File: config.mk
export PLATFORM = sky130hd
export DESIGN_NAME = bus_probe_tester
export DESIGN_NICKNAME = d
export VERILOG_FILES = /design/src/rtl/bus_probe_tester.sv
export SDC_FILE = /design/constraint.sdc
export NUM_CORES = 1
export LEC_CHECK = 0
export BUFFER_PORTS_ARGS = -buffer_cell sky130_fd_sc_hd__buf_2
export CORE_UTILIZATION = 42
export DETAILED_ROUTE_END_ITERATION = 8
export GPL_ROUTABILITY_DRIVEN = 0
export PLACE_DENSITY = 0.59
export SLEW_MARGIN = 30
export SYNTH_ARGS = -nofsm -noshare
export SYNTH_HDL_FRONTEND = slang
export SYNTH_SLANG_ARGS = --single-unit
File: constraint.sdc
create_clock -name clk -period 8.05 [get_ports clk]
set_input_delay 1.2075 -clock clk [delete_from_list [all_inputs] [get_ports clk]]
set_output_delay 1.2075 -clock clk [all_outputs]
set_load 0.02 [all_outputs]
File: src/rtl/bus_probe_tester.sv
module bus_probe_tester #(
  parameter int AW        = 22,
  parameter int LOG_DEPTH = 4,
  parameter int CNT_W     = 16
) (
  input  logic             clk,
  input  logic             rst_n,
  input  logic             start,
  input  logic             stop,
  input  logic             fill_en,
  output logic             mem_req,
  output logic [AW-1:0]    mem_addr,
  input  logic             mem_valid,
  input  logic [7:0]       mem_rdata,
  output logic             busy,
  output logic [CNT_W-1:0] pass_cnt,
  output logic [CNT_W-1:0] mismatch_cnt,
  output logic             log_overflow,
  output logic             log_valid,
  output logic [AW-1:0]    log_addr,
  output logic [7:0]       log_exp,
  output logic [7:0]       log_act,
  input  logic             log_pop
);
  localparam int LPW = (LOG_DEPTH > 1) ? $clog2(LOG_DEPTH) : 1;
  localparam int CW  = LPW + 1;
  localparam logic [CW-1:0] FULL = CW'(LOG_DEPTH);
  localparam logic [AW-1:0] TOP  = {AW{1'b1}};
  localparam logic [1:0] PH_IDLE = 2'd0, PH_FILL = 2'd1, PH_RUN = 2'd2;

  function automatic logic [7:0] pin_code(input int i);
    case (i)
      0: pin_code = 8'h07;  1: pin_code = 8'h0B;  2: pin_code = 8'h0D;  3: pin_code = 8'h0E;
      4: pin_code = 8'h16;  5: pin_code = 8'h1A;  6: pin_code = 8'h1C;  7: pin_code = 8'h1F;
      8: pin_code = 8'h25;  9: pin_code = 8'h29; 10: pin_code = 8'h2C; 11: pin_code = 8'h2F;
     12: pin_code = 8'h34; 13: pin_code = 8'h38; 14: pin_code = 8'h3D; 15: pin_code = 8'h3E;
     16: pin_code = 8'h43; 17: pin_code = 8'h49; 18: pin_code = 8'h4A; 19: pin_code = 8'h4F;
     20: pin_code = 8'h52; default: pin_code = 8'h58;
    endcase
  endfunction

  function automatic logic [7:0] expect_byte(input logic [AW-1:0] a);
    int n;
    logic [7:0] r;
    n = 0;
    for (int i = 0; i < AW; i++) n += int'(a[i]);
    r = 8'h00;
    if (n == 0) r = 8'hFF;
    else if (n == AW) r = 8'h00;
    else if (n == 1) begin
      for (int i = 0; i < AW; i++) if (a[i]) r = pin_code(i);
    end else if (n == AW - 1) begin
      for (int i = 0; i < AW; i++) if (!a[i]) r = pin_code(i);
    end else begin
      case (n % 6)
        0: r = 8'h33; 1: r = 8'h55; 2: r = 8'h66;
        3: r = 8'h99; 4: r = 8'hAA; default: r = 8'hCC;
      endcase
    end
    return r;
  endfunction

  logic [1:0]    phase;
  logic          req_q;
  logic [AW-1:0] addr_q;
  logic [LPW-1:0] wp, rp;
  logic [CW-1:0]  cnt;
  logic [AW+15:0] log_mem [LOG_DEPTH];

  wire [7:0] exp_w = expect_byte(addr_q);
  wire done  = req_q && mem_valid && (phase != PH_IDLE) && !start && !stop;
  wire miss  = done && (mem_rdata != exp_w);
  wire full  = (cnt == FULL);
  wire push  = miss && !full;
  wire pop   = log_pop && (cnt != '0) && !start;

  assign mem_req   = req_q;
  assign mem_addr  = addr_q;
  assign busy      = (phase != PH_IDLE);
  assign log_valid = (cnt != '0);
  assign {log_addr, log_exp, log_act} = log_mem[rp];

  always_ff @(posedge clk or negedge rst_n) begin
    if (!rst_n) begin
      phase <= PH_IDLE; req_q <= 1'b0; addr_q <= '0;
      pass_cnt <= '0; mismatch_cnt <= '0; log_overflow <= 1'b0;
      wp <= '0; rp <= '0; cnt <= '0;
    end else if (start) begin
      phase <= fill_en ? PH_FILL : PH_RUN; req_q <= 1'b1; addr_q <= '0;
      pass_cnt <= '0; mismatch_cnt <= '0; log_overflow <= 1'b0;
      wp <= '0; rp <= '0; cnt <= '0;
    end else begin
      if (stop) begin
        phase <= PH_IDLE; req_q <= 1'b0;
      end else if (done) begin
        req_q <= 1'b0;
        if (phase == PH_FILL) begin
          if (addr_q == TOP) begin phase <= PH_RUN; addr_q <= '0; end
          else addr_q <= addr_q + 1'b1;
        end else begin
          addr_q <= (addr_q == '0) ? TOP : '0;
          if (addr_q == TOP) pass_cnt <= pass_cnt + 1'b1;
        end
      end else if (phase != PH_IDLE && !req_q) begin
        req_q <= 1'b1;
      end
      if (miss && mismatch_cnt != '1) mismatch_cnt <= mismatch_cnt + 1'b1;
      if (miss && full) log_overflow <= 1'b1;
      if (push) wp <= wp + 1'b1;
      if (pop)  rp <= rp + 1'b1;
      if (push && !pop) cnt <= cnt + 1'b1;
      else if (pop && !push) cnt <= cnt - 1'b1;
    end
  end

  always_ff @(posedge clk)
    if (push && !start) log_mem[wp] <= {addr_q, exp_w, mem_rdata};
endmodule


==> results of run 1 <==
==> state kept, by name, indices dropped and copies added, names as in the netlist <==
name          cells
log_mem         152
mem_addr         22
mismatch_cnt     16
pass_cnt         16
cnt               3
phase             2
rp                2
wp                2
log_overflow      1
mem_req           1
==> routing by layer <==
| metal | share of wire, % | GRT usage (%) | routed length (µm) |
|---|---|---|---|
| met1 | 44 | 28.3 | 12600 |
| met2 | 47 | 33.8 | 13600 |
| met3 | 6.2 | 3.50 | 1790 |
| met4 | 2.5 | 5.58 | 714 |
| met5 | 0 | 0 | 0 |
==> timing repair <==
| item | 4_1_cts | 5_1_grt |
|---|---|---|
| setup buffers | 0 | 4 |
| resized for setup | 2 | 14 |
| setup endpoints to repair | 1 | 162 |
| pin swaps | 0 | 6 |
==> cell families after synthesis <==
family / count (synthesis) / synth area share, %
fa+ha+maj: 37 / 5.09
mux: 46 / 8.20
buf+inv: 106 / 3.74
xor+xnor: 20 / 1.66
compound gates: 225 / 13.8
flops: 217 / 54.0
simple gates: 303 / 13.5
==> power breakdown <==
part	internal, µW	total, µW	switching [µW]	leakage (µW)
registers	1360	1410	47.7	0.00226
clock network	717	1150	434	0.000398
logic	663	1670	1010	0.00250
==> cells in the final DEF, fill, tap and decap left out, types with 18 or more instances in the layout <==
cell       count
a21oi_1       35
and3_1        18
buf_2        110
buf_4         42
clkbuf_16     26
dfrtp_1       61
edfxtp_1     152
ha_1          19
inv_1         51
mux4_2        38
nand2_1       76
nand3_1       33
nor2_1        68
nor3_1        19
o21ai_0       57
==> critical path, delay by kind of cell, from the launching register on <==
family / cells / cell delay [ns]
adders and majority gates: 8 / 3.85
and+or+nand+nor: 9 / 1.67
DFF: 1 / 0.35
buffers and inverters: 5 / 0.33
AOI/OAI and AO/OA: 7 / 1.37
==> path summary, 6_finish.rpt <==
kind,end,depth (start not counted)
max,cnt[2],29
min in group asynchronous,pass_cnt[6],2
min reg2reg,log_overflow,1
max reg2reg,cnt[2],29
min,log_overflow,1
max in group asynchronous,rp[1],2
==> per-stage QoR <==
stage	utilization, %	TNS, ns	setup WS (ns)	area (µm²)	total power (µW)
5_1_grt	50.0	-0.0312	-0.0312	13400	4440
4_1_cts	49.7	0	0.00370	13400	4200
3_5_place_dp	46.6	-0.00278	-0.00278	12500	3030
2_1_floorplan	-	0	0.0253	11500	2590
6_report	50.0	0	0.391	13400	4230
3_3_place_gp	46.6	0	0.132	12500	3030
==> final cells by class <==
class                      instances  area (µm²)  area share (%)
timing repair buffer             153         877            6.52
tap                              341         427            3.17
clock buffer                      34         681            5.06
sequential                       217        6200            46.1
clock inverter                     9         150            1.12
multi-input combinational        631        4920            36.6
inverter                          53         199            1.48
==> results.toml, run 1 <==
[placement]
numPlacedInstances = 1391
port_buffers = 110
dp_hpwl_mm = 18.9

[timing]
fin_crit_sh_pct = 95.1
worst_pin_slew_ns = 0.870
hold_viol_final = 0
whs_ns = 0.499
period_needed_ns = 7.66
setup_violations = 0
finClkSkew_ns = 0.0130
timing.fmax_ghz = 0.131
timing.final.max_slew_violations = 0
relSlewSlack_pct = 42.0

[finish]
fillers = 2400
antennaDiodeCount = 0
fin_nets = 1132
area_delta_synth_final_pct = 17.3
fin_cells = 1438
drive_above_1_share_pct = 25.3

[global_routing]
gr-total-overflow = 0
grt_pass1_wl_mm = 45.6
track_usage_pct = 20.6
grt_max_degree = 66
grt_pass1_vias = 8119
antenna_found_initial = 0

[yosys]
seq_area_frac_synth_pct = 54.0
synth_top_area_share_pct = 39.8
synth-main-ff-cell = "edfxtp_1"
netlist_area_um2 = 11500
synthArstFlopShare_pct = 30.0
ys_warn_count = 0
ys_ff_latch = 217
synth_cell_types = 89
yosys-top-cells-count = "152 x edfxtp_1, 78 x nand2_1, 69 x nor2_1"
synth_edf_count = 152
yosys-top-cells-area = "edfxtp_1 40%, dfrtp_1 14%, mux4_2 7.5%"
syn_area_per_cell_um2 = 12.0
postSynthCellCount = 954
yosysMostFrequentCell = "edfxtp_1"
synth_area_leader_cell = "edfxtp_1"
synth_nets = 1006

[worst_setup_path]
crit_top_cell = "fa_1"
crit_type = "flip-flop to flip-flop"
cp-start-kind = "flip-flop"
rrSetupSlack_ns = 0.39
cp.required_ns = 8.48
rr_startpoint = "mem_addr[5]"
cp_slowest_cell = "fa_1"
end_kind = "flip-flop"
arrival_ns = 8.09
crit_fanout = 12
worstSetupStartpoint = "mem_addr[5]"
critPathMaxStageDelay_ns = 0.79

[route]
routed_wirelength_mm = 28.7
via_count = 8470
drtIter0Drc = 740
drt.antenna.violating_nets = 0
wl_per_cell_um = 20.0
drtPass1Iterations = 5
drcViolationCount = 0
via_per_inst = 5.89

[power_and_ir_drop]
peakVddDrop_mv = 0.154
powerDensity_nw_per_um2 = 315
p_leak_uw = 0.00516

[clock_tree]
cts-hold-fix-buffers = 0
cts_sinks = 217
cts_tree = "done"
path_clk_slew_ns = 0.06
h-tree-depth = 1
cts_buffer_depth = 3
root_buffer = "clkbuf_16"
clock_latency_ns = 0.52
cts_buffers = 24

[die]
core_area_um2 = 26900
die_y_um = 167
rows = 60
die_area_um2 = 28000
io_pins = 111
chipWidth_um = 167
start_util_pct = 42.7

[min_path]
worst_hold_path_type = "flip-flop to flip-flop"
hold_start = "log_overflow"

[run_status]
status = "completed"

[flow_run]
maxCapViolCount = 0
Power figures use the tool's default switching activity.
==> run 2, diff against run 1 <==
--- a/config.mk
+++ b/config.mk
@@ -5,6 +5,8 @@
 export SDC_FILE = /design/constraint.sdc
 export NUM_CORES = 1
 export LEC_CHECK = 0
+export ABC_AREA = 1
+export ABC_CLOCK_PERIOD_IN_PS = 8050
 export BUFFER_PORTS_ARGS = -buffer_cell sky130_fd_sc_hd__buf_2
 export CORE_UTILIZATION = 42
 export DETAILED_ROUTE_END_ITERATION = 8
==> run 2 against run 1 <==
Net effect: the flow now finishes with violations (DRC); setup slack better by 0.20 ns; cell area down 2.2%; sequential share of layout area grew 1.0 points; clock skew decreased by 0.0036 ns; first-iteration DRC count up 9.7%; hold slack worse by 0.021 ns; critical path type unchanged; critical endpoint unchanged; largest cell class unchanged.
==> results.toml, run 2 <==
[global_routing]
grt_pass1_vias = 8315
grt_pass1_wl_mm = 45.9
antenna_found_initial = 0
grt_max_degree = 79
track_usage_pct = 21.0
gr-total-overflow = 0

[power_and_ir_drop]
p_leak_uw = 0.00544
peakVddDrop_mv = 0.248
power_uw = 4130
powerDensity_nw_per_um2 = 314

[route]
drtIter0Drc = 812
drt.antenna.violating_nets = 0
via_per_inst = 5.30
wl_per_cell_um = 17.3
via_count = 8827
routed_wirelength_mm = 28.7
drcViolationCount = 7
drtPass1Iterations = 9

[worst_setup_path]
cp-start-kind = "flip-flop"
r2r_end = "cnt[2]"
end_kind = "flip-flop"
crit_top_cell = "nand2_1"
arrival_ns = 7.87
critPathMaxStageDelay_ns = 0.57
rr_startpoint = "mem_addr[5]"
crit_type = "flip-flop to flip-flop"
worstSetupStartpoint = "mem_addr[5]"
cp.required_ns = 8.46
cp-endpoint = "cnt[2]"
cp_num_cells = 37
ff2ff_path_depth = 37
rrSetupSlack_ns = 0.59
path_buf_inv = 7
crit_fanout = 10
cp_slowest_cell = "fa_1"
crit_family = "adder cells"

[clock_tree]
cts_sinks = 217
clock_latency_ns = 0.52
root_buffer = "clkbuf_16"
cts-hold-fix-buffers = 0
cts_setup_buffers = 0
cts_buffers = 24
ctsResizeCount = 0
path_clk_slew_ns = 0.06
cts_tree = "done"
h-tree-depth = 1
cts_buffer_depth = 3

[yosys]
synth_cell_types = 47
synth_top_area_share_pct = 40.3
yosys-top-cells-count = "188 x nand2_1, 152 x edfxtp_1, 147 x nor2_1"
syn_area_per_cell_um2 = 9.47
synthArstFlopShare_pct = 30.0
yosys-top-cells-area = "edfxtp_1 40%, dfrtp_1 14%, nand2_1 6.2%"
synth_nets = 1247
ys_ff_latch = 217
synth-main-ff-cell = "edfxtp_1"
synth_area_leader_cell = "edfxtp_1"
synth_edf_count = 152
seq_area_frac_synth_pct = 54.7
ys_warn_count = 0
postSynthCellCount = 1195
netlist_area_um2 = 11300
yosysMostFrequentCell = "nand2_1"

[finish]
fin_nets = 1363
area_delta_synth_final_pct = 16.2
seq_area_um2 = 6190
layout_commonest_cell = "nand2_1"
largest_register_ffs = 152
multi_input_area_um2 = 4410
largest-register = "log_mem"
final_cell_mix = "188 x nand2_1, 152 x edfxtp_1, 143 x nor2_1"
fillers = 2454
antennaDiodeCount = 0
drive_above_1_share_pct = 18.7

[timing]
hold_viol_final = 0
timing.final.max_slew_violations = 0
relSlewSlack_pct = 46.4
setup_violations = 0
fin_setup_tns_ns = 0
worst_pin_slew_ns = 0.803
period_needed_ns = 7.46
fin_crit_sh_pct = 92.7
timing.fmax_ghz = 0.134
finClkSkew_ns = 0.00937
rsz0062_at_grt = "false"

[die]
start_util_pct = 43.1
die_area_um2 = 27600
chipWidth_um = 166
core_area_um2 = 26300
io_pins = 111
rows = 59
die_y_um = 166

[placement]
port_buffers = 110
dp_hpwl_mm = 19.3

[run_status]
status = "finished with violations"
violations = "DRC"

[min_path]
worst_hold_path_type = "flip-flop to flip-flop"

[flow_run]
maxCapViolCount = 0
[run 2: changes by cell type in the layout (fill, tap and decap cells not counted), sizes merged, moves of 28 or more]
cell,delta
nand2,+126
inv,+100
o21ai,+75
mux4,-38
o22ai,+49
nor2,+94
nand3,+28
[run 2: final cells by class]
type | count | share of cell area, %
clock buffer | 36 | 5.60
clock inverter | 8 | 0.723
inverter | 155 | 4.44
timing repair buffer | 129 | 5.39
sequential | 217 | 47.1
tap | 335 | 3.19
multi-input combinational | 784 | 33.6
[run 2: cell families (layout without fill, tap and decap cells)]
logic type / Yosys count / count (layout) / synth area share [%]
AND/OR/NAND/NOR: 470 / 470 / 19.2
AO/OA/AOI/OAI: 259 / 259 / 12.9
flip-flops: 217 / 217 / 54.7
buffers and inverters: 194 / 328 / 6.56
adder cells (fa/ha/maj): 37 / 37 / 5.15
XOR/XNOR: 18 / 18 / 1.46
[run 2: where the power goes]
part	total, µW	switching [µW]	internal [µW]	leakage [µW]
clock	1130	439	695	0.000411
sequential	1450	45.2	1410	0.00228
combinational	1550	1080	465	0.00275
[run 2: worst min-delay path by stage]
| stage | startpoint | end | slack (ns) | cells after the start |
|---|---|---|---|---|
| finish | pass_cnt[15] | pass_cnt[15] | 0.48 | 1 |
| global route | pass_cnt[15] | pass_cnt[15] | 0.49 | 1 |
| floorplan | cnt[0] | cnt[0] | 0.45 | 2 |
| detailed placement | cnt[0] | cnt[0] | 0.47 | 2 |
| global placement | pass_cnt[15] | pass_cnt[15] | 0.46 | 1 |
| CTS | pass_cnt[15] | pass_cnt[15] | 0.48 | 1 |
[run 2: through the flow]
step	std cells	hold WS, ns	area [µm²]	util, %	setup slack (ns)
after detailed placement	1620	0.467	12300	46.9	0.576
after global placement	1620	0.457	12300	46.9	0.824
after floorplan	1195	0.448	11300	-	0.137
after CTS	1664	0.476	13100	50.0	0.562
after global routing	1664	0.490	13200	50.0	0.0545
final	1664	0.478	13200	50.0	0.589
[run 2: metal layers]
metal	share of wire, %	track usage [%]	up-vias
li1	-	-	4293
met5	0	0	-
met1	46	29.6	4267
met4	1.4	4.79	0
met3	6.2	3.72	34
met2	46	33.7	233
==> run 3, diff against run 2 <==
--- a/config.mk
+++ b/config.mk
@@ -8,10 +8,10 @@
 export ABC_AREA = 1
 export ABC_CLOCK_PERIOD_IN_PS = 8050
 export BUFFER_PORTS_ARGS = -buffer_cell sky130_fd_sc_hd__buf_2
-export CORE_UTILIZATION = 42
+export CORE_UTILIZATION = 40
 export DETAILED_ROUTE_END_ITERATION = 8
 export GPL_ROUTABILITY_DRIVEN = 0
-export PLACE_DENSITY = 0.59
+export PLACE_DENSITY = 0.57
 export SLEW_MARGIN = 30
 export SYNTH_ARGS = -nofsm -noshare
 export SYNTH_HDL_FRONTEND = slang
==> run 3 against run 2 <==
Net effect: maximum frequency increased by 0.85%; utilization decreased by 2.4 points; clock skew grew 0.0033 ns; cell area up 0.69%; non-clock buffer count increased by 2; cell count up 2.8%; setup slack improved by 0.063 ns; via count fell by 0.17%; wire length increased by 2.3%; the flow now finishes without violations.
==> results.toml, run 3 (synthesis gave the netlist of run 2 again) <==
[run_status]
status = "completed"

[route]
routed_wirelength_mm = 29.4
via_per_inst = 5.15
drcViolationCount = 0
drtIter0Drc = 782
wl_per_cell_um = 17.2
drt.antenna.violating_nets = 0
via_count = 8812
drtPass1Iterations = 5

[worst_setup_path]
cp_num_cells = 32
path_buf_inv = 7
end_kind = "flip-flop"
r2r_end = "log_mem[0][22]"
crit_type = "flip-flop to flip-flop"
crit_fanout = 28
arrival_ns = 7.60
critPathMaxStageDelay_ns = 0.56
crit_family = "adder cells"
crit_top_cell = "fa_1"
ff2ff_path_depth = 32
cp.required_ns = 8.25
rrSetupSlack_ns = 0.65
cp-start-kind = "flip-flop"
rr_startpoint = "mem_addr[5]"
cp_slowest_cell = "fa_1"

[clock_tree]
cts-hold-fix-buffers = 0
h-tree-depth = 1
ctsResizeCount = 0
cts_buffer_depth = 3
root_buffer = "clkbuf_16"
cts_buffers = 25
cts_tree = "done"
cts_sinks = 217
cts_setup_buffers = 0
path_clk_slew_ns = 0.06
clock_latency_ns = 0.52

[timing]
period_needed_ns = 7.40
setup_violations = 0
fin_crit_sh_pct = 91.9
fin_setup_tns_ns = 0
timing.final.max_slew_violations = 0
finClkSkew_ns = 0.0127
timing.fmax_ghz = 0.135
rsz0062_at_grt = "false"
worst_pin_slew_ns = 0.813
relSlewSlack_pct = 45.6
hold_viol_final = 0

[global_routing]
grt_pass1_vias = 8429
antenna_found_initial = 0
use_met3_pct = 3.16
track_usage_pct = 20.6
grt_use_met1_pct = 30.1
grt_pass1_wl_mm = 46.5
grt_use_met2_pct = 32.3
busiest_layer = "met2"
grt_max_degree = 66
gr-total-overflow = 0

[power_and_ir_drop]
pwr-share-comb_pct = 37.4
peakVddDrop_mv = 0.265
clock_power_share_pct = 27.5
powerDensity_nw_per_um2 = 313
p_leak_uw = 0.00545
netSwitchingPower_uw = 1580
seqPwrFrac_pct = 35.1
power.internal_uw = 2560
p_sw_share_pct = 38.2

[placement]
numPlacedInstances = 1665
port_buffers = 110
dp_hpwl_mm = 19.7

[die]
core_area_um2 = 27800
rows = 61
die_area_um2 = 29000
start_util_pct = 40.7
io_pins = 111
die_y_um = 170
chipWidth_um = 170

[min_path]
hold_depth = 1
hold_start = "pass_cnt[15]"
hold_end = "pass_cnt[15]"
worst_hold_path_type = "flip-flop to flip-flop"

[finish]
final_cell_mix = "188 x nand2_1, 152 x edfxtp_1, 143 x nor2_1"
fin_cells = 1711
drive_above_1_share_pct = 18.8
antennaDiodeCount = 0
area_delta_synth_final_pct = 17.0
largest-register = "log_mem"
largest_register_ffs = 152
layout_commonest_cell = "nand2_1"
fin_nets = 1366
fillers = 2702

[flow_run]
maxCapViolCount = 0
## run 3: area by class of cell
class	instances	area, µm²	share of cell area [%]
inverter	155	584	4.41
clock buffer	32	672	5.07
timing repair buffer	131	749	5.66
clock inverter	14	158	1.19
multi-input combinational	784	4410	33.3
tap	378	473	3.57
sequential	217	6190	46.8
## run 3: power by group through the flow
stage	logic, µW	clock network (µW)	registers (µW)
6_report	1550	1140	1450
5_1_grt	1760	1210	1460
4_1_cts	1560	1170	1450
3_5_place_dp	1550	0	1480
3_3_place_gp	1530	0	1480
2_1_floorplan	1130	0	1470
## run 3: per-stage QoR
step / instance area [µm²] / util (%) / hold slack, ns / power [µW] / setup slack (ns)
floorplan: 11300 / - / 0.448 / 2610 / 0.137
global placement: 12400 / 44.7 / 0.453 / 3010 / 0.794
detailed placement: 12400 / 44.7 / 0.457 / 3030 / 0.618
CTS: 13200 / 47.6 / 0.467 / 4180 / 0.610
global route: 13200 / 47.7 / 0.500 / 4430 / 0.0316
finish: 13200 / 47.7 / 0.465 / 4140 / 0.651
## run 3: how the worst max path moves through the flow
| stage | start | to | slack [ns] |
|---|---|---|---|
| 3_3_place_gp | mem_addr[5] | cnt[2] | 0.79 |
| 2_1_floorplan | mem_addr[5] | log_mem[0][0] | 0.14 |
| 4_1_cts | mem_addr[5] | log_mem[0][22] | 0.61 |
| 3_5_place_dp | mem_addr[5] | log_mem[0][21] | 0.62 |
| 5_1_grt | mem_addr[5] | cnt[2] | 0.03 |
| 6_report | mem_addr[5] | log_mem[0][22] | 0.65 |
## run 3: per-layer routing
metal	share of wire, %	routed length, µm
met2	45	13300
met4	1.6	471
met5	0	0
met3	5.6	1660
met1	48	14000
